**config.mk**
```make
export PLATFORM = sky130hd
export DESIGN_NAME = chsel_switch
export DESIGN_NICKNAME = d
export VERILOG_FILES = /design/src/rtl/chsel_pkg.sv /design/src/rtl/chsel_sync.sv /design/src/rtl/chsel_bus_cond.sv /design/src/rtl/chsel_target_fsm.sv /design/src/rtl/chsel_switch.sv
export SDC_FILE = /design/constraint.sdc
export NUM_CORES = 1
export LEC_CHECK = 0
export ABC_CLOCK_PERIOD_IN_PS = 5050
export BUFFER_PORTS_ARGS = -buffer_cell sky130_fd_sc_hd__buf_2
export CAP_MARGIN = 5
export CELL_PAD_IN_SITES_DETAIL_PLACEMENT = 0
export CELL_PAD_IN_SITES_GLOBAL_PLACEMENT = 1
export CORE_MARGIN = 2
export CORE_UTILIZATION = 52
export DETAILED_ROUTE_END_ITERATION = 10
export PLACE_DENSITY = 0.88
export SLEW_MARGIN = 20
export SYNTH_ARGS = -nofsm -noshare
export SYNTH_HDL_FRONTEND = slang
export SYNTH_HIERARCHICAL = 1
export SYNTH_SLANG_ARGS = --single-unit
```
**constraint.sdc**
```tcl
create_clock -name clk -period 5.05 [get_ports clk]
set_input_delay 0.7575 -clock clk [delete_from_list [all_inputs] [get_ports clk]]
set_output_delay 0.7575 -clock clk [all_outputs]
set_load 0.01 [all_outputs]
```
**src/rtl/chsel_pkg.sv**
```systemverilog
package chsel_pkg;

  localparam int BYTE_W = 8;
  localparam int NCH    = BYTE_W / 2;
  localparam int CNT_W  = $clog2(BYTE_W);

  typedef enum logic [2:0] {
    S_IDLE,
    S_ADDR,
    S_AACK,
    S_WDAT,
    S_WACK,
    S_RDAT,
    S_RACK,
    S_HOLD
  } sl_state_t;

  // Compare a received 7-bit address with the fixed prefix and strap pins.
  function automatic logic addr_hit(input logic [6:0] rx_addr,
                                    input logic [4:0] prefix,
                                    input logic [1:0] pins);
    return rx_addr == {prefix, pins};
  endfunction

  // Byte returned on a read: active-high interrupt flags above the enables.
  function automatic logic [BYTE_W-1:0] pack_status(input logic [NCH-1:0] en,
                                                    input logic [NCH-1:0] irq_n);
    return {~irq_n, en};
  endfunction

  // Active-low merge: the output is low when any request is low.
  function automatic logic merge_irq_n(input logic [NCH-1:0] irq_n);
    return &irq_n;
  endfunction

endpackage

```
**src/rtl/chsel_sync.sv**
```systemverilog
module chsel_sync #(
  parameter int          W       = 1,
  parameter logic [W-1:0] RST_VAL = '0
) (
  input  logic         clk,
  input  logic         rst_n,
  input  logic [W-1:0] d,
  output logic [W-1:0] q
);

  logic [W-1:0] meta;

  always_ff @(posedge clk or negedge rst_n) begin
    if (!rst_n) begin
      meta <= RST_VAL;
      q    <= RST_VAL;
    end else begin
      meta <= d;
      q    <= meta;
    end
  end

endmodule

```
**src/rtl/chsel_bus_cond.sv**
```systemverilog
module chsel_bus_cond (
  input  logic clk,
  input  logic rst_n,
  input  logic scl_s,
  input  logic sda_s,
  output logic scl_rise,
  output logic scl_fall,
  output logic start_evt,
  output logic stop_evt
);

  logic scl_d;
  logic sda_d;

  always_ff @(posedge clk or negedge rst_n) begin
    if (!rst_n) begin
      scl_d <= 1'b1;
      sda_d <= 1'b1;
    end else begin
      scl_d <= scl_s;
      sda_d <= sda_s;
    end
  end

  assign scl_rise  =  scl_s & ~scl_d;
  assign scl_fall  = ~scl_s &  scl_d;
  assign start_evt =  scl_s &  scl_d &  sda_d & ~sda_s;
  assign stop_evt  =  scl_s &  scl_d & ~sda_d &  sda_s;

endmodule

```
**src/rtl/chsel_target_fsm.sv**
```systemverilog
module chsel_target_fsm
  import chsel_pkg::*;
#(
  parameter logic [4:0] ADDR_PREFIX = 5'b11100
) (
  input  logic              clk,
  input  logic              rst_n,
  input  logic              srst,
  input  logic              scl_rise,
  input  logic              scl_fall,
  input  logic              start_evt,
  input  logic              stop_evt,
  input  logic              sda_s,
  input  logic [1:0]        pins,
  input  logic [BYTE_W-1:0] rd_byte,
  output logic              sda_oe,
  output logic              wr_commit,
  output logic [NCH-1:0]    wr_value,
  output logic              drive_window
);

  sl_state_t         st;
  logic [CNT_W-1:0]  cnt;
  logic [6:0]        sh;
  logic [6:0]        tx;
  logic              rd;
  logic              ack_on;
  logic              pending;
  logic [NCH-1:0]    stage;

  localparam logic [CNT_W-1:0] LAST = CNT_W'(BYTE_W - 1);

  always_ff @(posedge clk or negedge rst_n) begin
    if (!rst_n) begin
      st <= S_IDLE; cnt <= '0; sh <= '0; tx <= '0; rd <= 1'b0;
      ack_on <= 1'b0; pending <= 1'b0; stage <= '0; sda_oe <= 1'b0;
    end else if (srst) begin
      st <= S_IDLE; cnt <= '0; ack_on <= 1'b0; pending <= 1'b0;
      sda_oe <= 1'b0;
    end else if (start_evt) begin
      st <= S_ADDR; cnt <= '0; ack_on <= 1'b0; sda_oe <= 1'b0;
    end else if (stop_evt) begin
      st <= S_IDLE; pending <= 1'b0; sda_oe <= 1'b0;
    end else begin
      case (st)
        S_ADDR: if (scl_rise) begin
          sh  <= {sh[5:0], sda_s};
          cnt <= cnt + 1'b1;
          if (cnt == LAST) begin
            if (addr_hit(sh, ADDR_PREFIX, pins)) begin
              st <= S_AACK; rd <= sda_s; ack_on <= 1'b0;
            end else begin
              st <= S_HOLD;
            end
          end
        end
        S_AACK: if (scl_fall) begin
          if (!ack_on) begin
            sda_oe <= 1'b1; ack_on <= 1'b1;
          end else begin
            ack_on <= 1'b0; cnt <= '0;
            if (rd) begin
              tx <= rd_byte[6:0]; sda_oe <= ~rd_byte[7]; st <= S_RDAT;
            end else begin
              sda_oe <= 1'b0; st <= S_WDAT;
            end
          end
        end
        S_WDAT: if (scl_rise) begin
          sh  <= {sh[5:0], sda_s};
          cnt <= cnt + 1'b1;
          if (cnt == LAST) begin
            stage   <= {sh[NCH-2:0], sda_s};
            pending <= 1'b1;
            ack_on  <= 1'b0;
            st      <= S_WACK;
          end
        end
        S_WACK: if (scl_fall) begin
          if (!ack_on) begin
            sda_oe <= 1'b1; ack_on <= 1'b1;
          end else begin
            sda_oe <= 1'b0; ack_on <= 1'b0; st <= S_HOLD;
          end
        end
        S_RDAT: if (scl_fall) begin
          if (cnt == LAST) begin
            sda_oe <= 1'b0; st <= S_RACK;
          end else begin
            sda_oe <= ~tx[6];
            tx     <= {tx[5:0], 1'b0};
            cnt    <= cnt + 1'b1;
          end
        end
        S_RACK: if (scl_rise) st <= S_HOLD;
        default: ;
      endcase
    end
  end

  assign wr_commit    = stop_evt & pending & ~srst;
  assign wr_value     = stage;
  assign drive_window = (st == S_AACK) || (st == S_WACK) || (st == S_RDAT);

endmodule

```
**src/rtl/chsel_switch.sv**
```systemverilog
module chsel_switch
  import chsel_pkg::*;
#(
  parameter logic [4:0] ADDR_PREFIX = 5'b11100
) (
  input  logic           clk,
  input  logic           rst_n,
  input  logic           ext_rst_n,
  input  logic           scl_i,
  input  logic           sda_i,
  output logic           sda_oe,
  input  logic [1:0]     addr_pins,
  input  logic [NCH-1:0] irq_n_i,
  output logic           irq_n_o,
  output logic [NCH-1:0] chan_en
);

  logic [1:0]        bus_s;
  logic              ext_s;
  logic [NCH-1:0]    irq_s;
  logic              srst;
  logic              scl_rise, scl_fall, start_evt, stop_evt;
  logic              wr_commit;
  logic [NCH-1:0]    wr_value;
  logic              drive_window;
  logic [BYTE_W-1:0] rd_byte;
  logic [NCH-1:0]    rd_flags;

  chsel_sync #(.W(2), .RST_VAL(2'b11)) u_bus_sync (
    .clk(clk), .rst_n(rst_n), .d({scl_i, sda_i}), .q(bus_s));

  chsel_sync #(.W(1), .RST_VAL(1'b0)) u_rst_sync (
    .clk(clk), .rst_n(rst_n), .d(ext_rst_n), .q(ext_s));

  chsel_sync #(.W(NCH), .RST_VAL({NCH{1'b1}})) u_irq_sync (
    .clk(clk), .rst_n(rst_n), .d(irq_n_i), .q(irq_s));

  assign srst = ~ext_s;

  chsel_bus_cond u_cond (
    .clk(clk), .rst_n(rst_n), .scl_s(bus_s[1]), .sda_s(bus_s[0]),
    .scl_rise(scl_rise), .scl_fall(scl_fall),
    .start_evt(start_evt), .stop_evt(stop_evt));

  assign rd_byte  = pack_status(chan_en, irq_s);
  assign rd_flags = rd_byte[BYTE_W-1:NCH];

  chsel_target_fsm #(.ADDR_PREFIX(ADDR_PREFIX)) u_fsm (
    .clk(clk), .rst_n(rst_n), .srst(srst),
    .scl_rise(scl_rise), .scl_fall(scl_fall),
    .start_evt(start_evt), .stop_evt(stop_evt),
    .sda_s(bus_s[0]), .pins(addr_pins), .rd_byte(rd_byte),
    .sda_oe(sda_oe), .wr_commit(wr_commit), .wr_value(wr_value),
    .drive_window(drive_window));

  always_ff @(posedge clk or negedge rst_n) begin
    if (!rst_n)         chan_en <= '0;
    else if (srst)      chan_en <= '0;
    else if (wr_commit) chan_en <= wr_value;
  end

  assign irq_n_o = merge_irq_n(irq_s);

endmodule

```
* Yosys cells after proc, flatten, opt, wreduce, memory -nomap -nowiden
Cells that the tools add are included.
** Storage, ports and cells
- Register bits after elaboration :: 48
- Latch bits :: 0
- Bits in writable memories :: 0
- ROM bits :: 0
- Logic and storage cells :: 155
- Memories kept :: 0
** Cells by class
- Add/sub/neg operators :: 1
- Multipliers :: 0
- Divide/modulo/power cells :: 0
- $lt $le $gt $ge :: 0
- Equality and inequality tests :: 45
- Shift-type cells :: 0
- Muxes and demuxes :: 60
- Bitwise gates (word level) :: 18
- Reductions and logical operators :: 13
** Operators with widths (count)
- $mux W3 :: 24
- $mux W7 :: 5
- $ne A5 B3 Y1 const B :: 7
- $ne A5 B4 Y1 const B :: 6
- $ne A4 B4 Y1 const B :: 7
- $mux W1 :: 24
- $pmux W3 S6 :: 1
- $ne A4 B3 Y1 const B :: 4
- $pmux W7 S2 :: 1
- $reduce_and A7 Y1 :: 2
- $eq A3 B3 Y1 const B :: 4
- $reduce_and A12 Y1 :: 1
- $reduce_and A4 Y1 :: 3
- $and A1 B1 Y1 :: 9
- $ne A9 B2 Y1 const B :: 1
- $pmux W3 S3 :: 1
- $reduce_and A9 Y1 :: 1
- $mux W4 :: 2
- $ne A2 B2 Y1 const B :: 4
- $not A1 Y1 :: 8
- $reduce_and A8 Y1 :: 1
- $eq A7 B7 Y1 :: 1
- $eq A3 B2 Y1 const B :: 2
- $ne A2 B1 Y1 const B :: 3
- other kinds (12) :: 15

* Depth between registers and ports, before layout
- Depth after elaboration :: 9
- Mapped depth :: 8
- Gate-level depth less buffers :: 6

* Hierarchy
The synthesis kept the hierarchy.
** By module, submodules not included
- chsel_target_fsm :: instances 1, cells an instance 162, area each 1721.7 um^2
- chsel_sync (u_irq_sync) :: instances 1, cells an instance 8, area each 210.2 um^2
- chsel_switch :: instances 1, cells an instance 19, area each 197.7 um^2
- chsel_sync (u_bus_sync) :: instances 1, cells an instance 4, area each 105.1 um^2
- chsel_bus_cond :: instances 1, cells an instance 6, area each 85.1 um^2
- chsel_sync (u_rst_sync) :: instances 1, cells an instance 2, area each 50.0 um^2

* Worst setup path before layout
OpenSTA, ideal clock, no wires.
- Path type :: flip-flop to flip-flop
- From :: register u_cond.sda_d
- To :: register u_fsm.stage[0], in the netlist u_fsm/wr_value[0]
- Library setup time :: 125 ps
- Arrival :: 1796 ps
- Required time :: 4925 ps
- Path slack :: 3130 ps
- Cell stages (with the launch flop) :: 6
- Period minus slack after synthesis :: 1920 ps
- Cell sequence :: dfstp_2 > and4b_1 > clkbuf_2 > or3_4 > nor2_2 > mux2_2
** Between the ends
- Longest elaborated chain between the ends :: 5
- Elaborated cells on any way between the ends :: 8
- Classes of those cells :: 7 x bitwise; 1 x reduce/logical
** RTL lines
- start, declared :: RTL line chsel_bus_cond.sv:13 : logic sda_d;
- start signal, assigned :: RTL line chsel_bus_cond.sv:21 : sda_d <= sda_s;
- $not A1 Y1 :: RTL line chsel_bus_cond.sv:28 : assign stop_evt = scl_s & scl_d & ~sda_d & sda_s;
- $and A1 B1 Y1 (2 in series) :: RTL line chsel_bus_cond.sv:28
- via stop_evt :: RTL line chsel_switch.sv:22 : logic scl_rise, scl_fall, start_evt, stop_evt;
- $not A1 Y1 (no source line)
- $reduce_and A6 Y1 (no source line)
- end signal, assigned :: RTL line chsel_target_fsm.sv:73 : stage <= {sh[NCH-2:0], sda_s};
- end, declared :: RTL line chsel_target_fsm.sv:29 : logic [NCH-1:0] stage;
The timed path passes the listed nets, and every way through them passes these cells.
A chain may end at the register's enable or synchronous reset.

* Worst setup path in the final report
- From :: register u_fsm.st[1]
- To :: register u_fsm.cnt[1]
** Between the ends
- Longest elaborated chain between the ends :: 6
- Elaborated cells on any way between the ends :: 16
- Classes of those cells :: 10 x eq/ne; 4 x mux; 2 x reduce/logical
** RTL lines
- start, declared :: RTL line chsel_target_fsm.sv:22 : sl_state_t st;
- start signal, assigned :: RTL line chsel_target_fsm.sv:35 : st <= S_IDLE; cnt <= '0; sh <= '0; tx <= '0; rd <= 1'b0;
- start signal, assigned :: RTL line chsel_target_fsm.sv:38 : st <= S_IDLE; cnt <= '0; ack_on <= 1'b0; pending <= 1'b0;
- start signal, assigned :: RTL line chsel_target_fsm.sv:41 : st <= S_ADDR; cnt <= '0; ack_on <= 1'b0; sda_oe <= 1'b0;
- $eq A3 B1 Y1 / $eq A3 B2 Y1 (equally long branches) :: RTL line chsel_target_fsm.sv:45 : case (st)
- $reduce_or A2 Y1 (no source line)
- $pmux W3 S3 :: RTL line chsel_target_fsm.sv:45
- $mux W3 :: RTL line chsel_target_fsm.sv:42 : end else if (stop_evt) begin
- $mux W3 :: RTL line chsel_target_fsm.sv:40 : end else if (start_evt) begin
- $mux W3 :: RTL line chsel_target_fsm.sv:37 : end else if (srst) begin
- end signal, assigned :: RTL line chsel_target_fsm.sv:48 : cnt <= cnt + 1'b1;
- end signal, assigned :: RTL line chsel_target_fsm.sv:71 : cnt <= cnt + 1'b1;
- end signal, assigned :: RTL line chsel_target_fsm.sv:92 : cnt <= cnt + 1'b1;
- end, declared :: RTL line chsel_target_fsm.sv:23 : logic [CNT_W-1:0] cnt;
Parallel ways exist; a longest one is shown, timed or not. The select of a mux whose other input is x is not followed.

==> results.md <==
* Status: finished, final reports clean
* Post-CTS Setup Inserts at 0
* Cell taking the most area after synthesis: dfrtp_1
* Hold Path Cell Cnt at 0
* Worst EP arrival at 2.41 ns
* Post-synth design cell area at 2370 um2
* Slowest CP cell: dfrtp_1
* Multiplexer share of the synthesized area at 0.130
* Final nets at 224
* Final Critical Period at 2.19 ns
* WL per Instance at 15.2 um
* Hold Path End: u_bus_sync/q[1]
* Largest cells by area after synthesis: dfrtp_1 36%, dfstp_2 16%, mux2_2 7.1%
* Initial Utilization at 0.541
* Setup violators final at 0
* Reg2reg setup slack at 2.86 ns
* 1st-iter DRT viols at 146
* Initial antenna violation count at 0
* CP Cell Sequence: nand3b_1 > a21oi_1 > nor4_4 > mux2i_1
* DRC violations left at 0
* Cell Pwr Density at 437 nW/um2
* Final Hold Viols at 0
* Final ANT Viol Nets at 0
* CTS Buf Count at 5
* Global-route usage over all layers at 0.172
* RSZ-0062 raised after global routing: false
* Post-synth ARST share at 1.00
* Maximum VDD drop at 308 uV
* R2R cell count at 4
* Ys flop type: dfrtp_1
* Synth Net Count at 214
* Diode count at 0
* Die ar. at 5110 um2
* Reg clk slew, reported paths at 0.09 ns
* CP peak stage delay at 0.75 ns
* Slew Limit Headroom at 0.582
* Syn_area_per_cell at 11.8 um2
* Cell with the most instances after synthesis: dfrtp_1
* Tightest Pin Transition at 0.625 ns
* Final WL at 4.02 mm
* Worst-skew pair later-pin latency at 0.30 ns
* Largest net degree at the start of global routing at 49
* Post-synthesis compound-gate area fraction at 0.0950
* Die W at 71.5 um
* Crit Path Class: flip-flop to flip-flop
* Vias in the first global route at 1504
* Largest family of logic cells by synthesized area: simple AND/OR/NAND/NOR gates
* Clock sink count at 48
* DR vias at 1502
* Buf+Inv Stages, Crit Path at 0
* Rows at 24
* Gpl congestion at 0.819
* Unique masters post-synth at 55
* Crit path max fanout at 23
* # port buffers at 16
* Yosys warns at 6
* Crit path launch type: flip-flop
* Most instantiated cells after synthesis: 34 x dfrtp_1, 18 x nand2_1, 15 x mux2_2
* Dpl hpwl at 2.88 mm
* Die Span Y at 71.5 um
* Root Driver: clkbuf_8
* CTS Hold Bufs at 0
* Fin worst setup slack at 2.86 ns
* Delay-heaviest family, CP: simple AND/OR/NAND/NOR gates
* Fmax at 457 MHz
* Critical path capture point type: flip-flop
* Cell Area, Placed at 2410 um2
* DRT Pass-1 Iters at 5
* Global-route wire length before repair at 6.98 mm
* Clock Path Buffers at 2
* H-Tree Level Count at 2
* CTS resizes at 0
* Core area at 4380 um2
* Fin area at 2540 um2
* # IOs at 17
* Number of vias per cell at 5.69
* Hold path start: u_bus_sync/meta[1]
* Final period utilization at 0.434
* FF+latch count, synth at 48
* Adder-Cell Fraction of Synth Area at 0.0106
* Total grt overflow at 0
* Setup TNS at 0 ns
* Final Slew Violations at 0
* P_leak at 1.14 nW
* Reg-to-reg startpoint: u_fsm/st[1]
* RR Endpoint: u_fsm/cnt[1]
* Maximum Capacitance Violations at 0
* XOR/XNOR Fraction of Synth Area at 0.0111
* HP Class: flip-flop to flip-flop
* Post-synth top area share at 0.359
* Seq/Total Area, Yosys at 0.514
* Pre-CTS worst setup slack at 2.90 ns
* Worst EP required at 5.27 ns
* Layout cells sized above 1 at 0.325
* Post-Synth Simple-Gate Area at 0.181
* Cells after Synth at 201
* Synth-to-layout area growth at 7.13%
* CTS tree: done
* Final Skew at 0.00317 ns
* Number of enable flip-flop cells after synthesis at 0
## flip-flops by register name (all words and copies together) (netlist names), 2 cells and up
signal           count
u_irq_sync/q         4
u_fsm/wr_value       4
chan_en              4
u_fsm/tx             7
u_bus_sync/meta      2
u_fsm/sh             7
u_fsm/st             3
u_irq_sync/meta      4
u_bus_sync/q         2
u_fsm/cnt            3
## report_power, final
| group | internal (W) | total (W) | switching (W) | leakage [nW] |
|---|---|---|---|---|
| sequential | 0.000434 | 0.000521 | 0.0000870 | 0.607 |
| combinational | 0.000158 | 0.000301 | 0.000144 | 0.475 |
| clock | 0.000162 | 0.000288 | 0.000126 | 0.0614 |
| total | 0.000753 | 0.00111 | 0.000356 | 1.14 |
## cell type report
cell class                 instances  area [um2]
timing repair buffer              16        82.6
clock buffer                       6        82.6
fill                             365        1850
tap                               52        65.1
clock inverter                     2        38.8
multi-input combinational        130        1010
sequential                        48        1220
inverter                          10        37.5
## kinds of logic (layout without fill, tap and decap cells)
| kind of cell | after synthesis | after routing |
|---|---|---|
| and+or+nand+nor | 64 | 64 |
| AOI/OAI and AO/OA | 32 | 32 |
| adders and majority gates | 2 | 2 |
| muxes | 29 | 29 |
| xor gates and xnor gates | 3 | 3 |
| DFF | 48 | 48 |
| buffers and inverters | 23 | 34 |
## layer usage
layer	vias up	track usage	part of all wire
met1	752	0.226	0.43
li1	725	-	-
met4	0	0.0461	0.0095
met2	21	0.288	0.52
met5	-	0	0
met3	4	0.0422	0.036
## worst max-delay path by stage
stage	from	to	slack, ns	depth (start not counted)
finish	u_fsm/st[1]	u_fsm/cnt[1]	2.86	4
detailed placement	u_fsm/st[1]	u_fsm/cnt[1]	2.90	4
global placement	u_fsm/st[1]	u_fsm/cnt[2]	2.98	4
global route	u_fsm/st[1]	u_fsm/cnt[2]	2.70	4
floorplan	u_cond/sda_d	u_fsm/wr_value[0]	3.13	5
CTS	u_fsm/st[1]	u_fsm/cnt[1]	2.87	4
## cell usage in the layout, fill, tap and decap left out, types with 3 or more instances in the layout
cell type  instances
dfrtp_1           34
nand2_1           18
buf_2             15
mux2_2            15
mux2i_1           14
dfstp_2           14
nor2_1             9
o21ai_0            9
inv_1              7
a21oi_1            7
clkbuf_8           6
nor2b_1            4
nand2b_1           4
nand3b_1           3
## metrics by stage
stage               hold WS (ns)   util  power [W]  instances
detailed placement         0.347  0.551   0.000828        256
global route               0.364  0.579    0.00117        264
CTS                        0.359  0.578    0.00112        264
finish                     0.357  0.579    0.00111        264
floorplan                  0.331      -   0.000793        201
global placement           0.340  0.551   0.000811        256
Note: power is estimated with default switching activity, not from simulation.
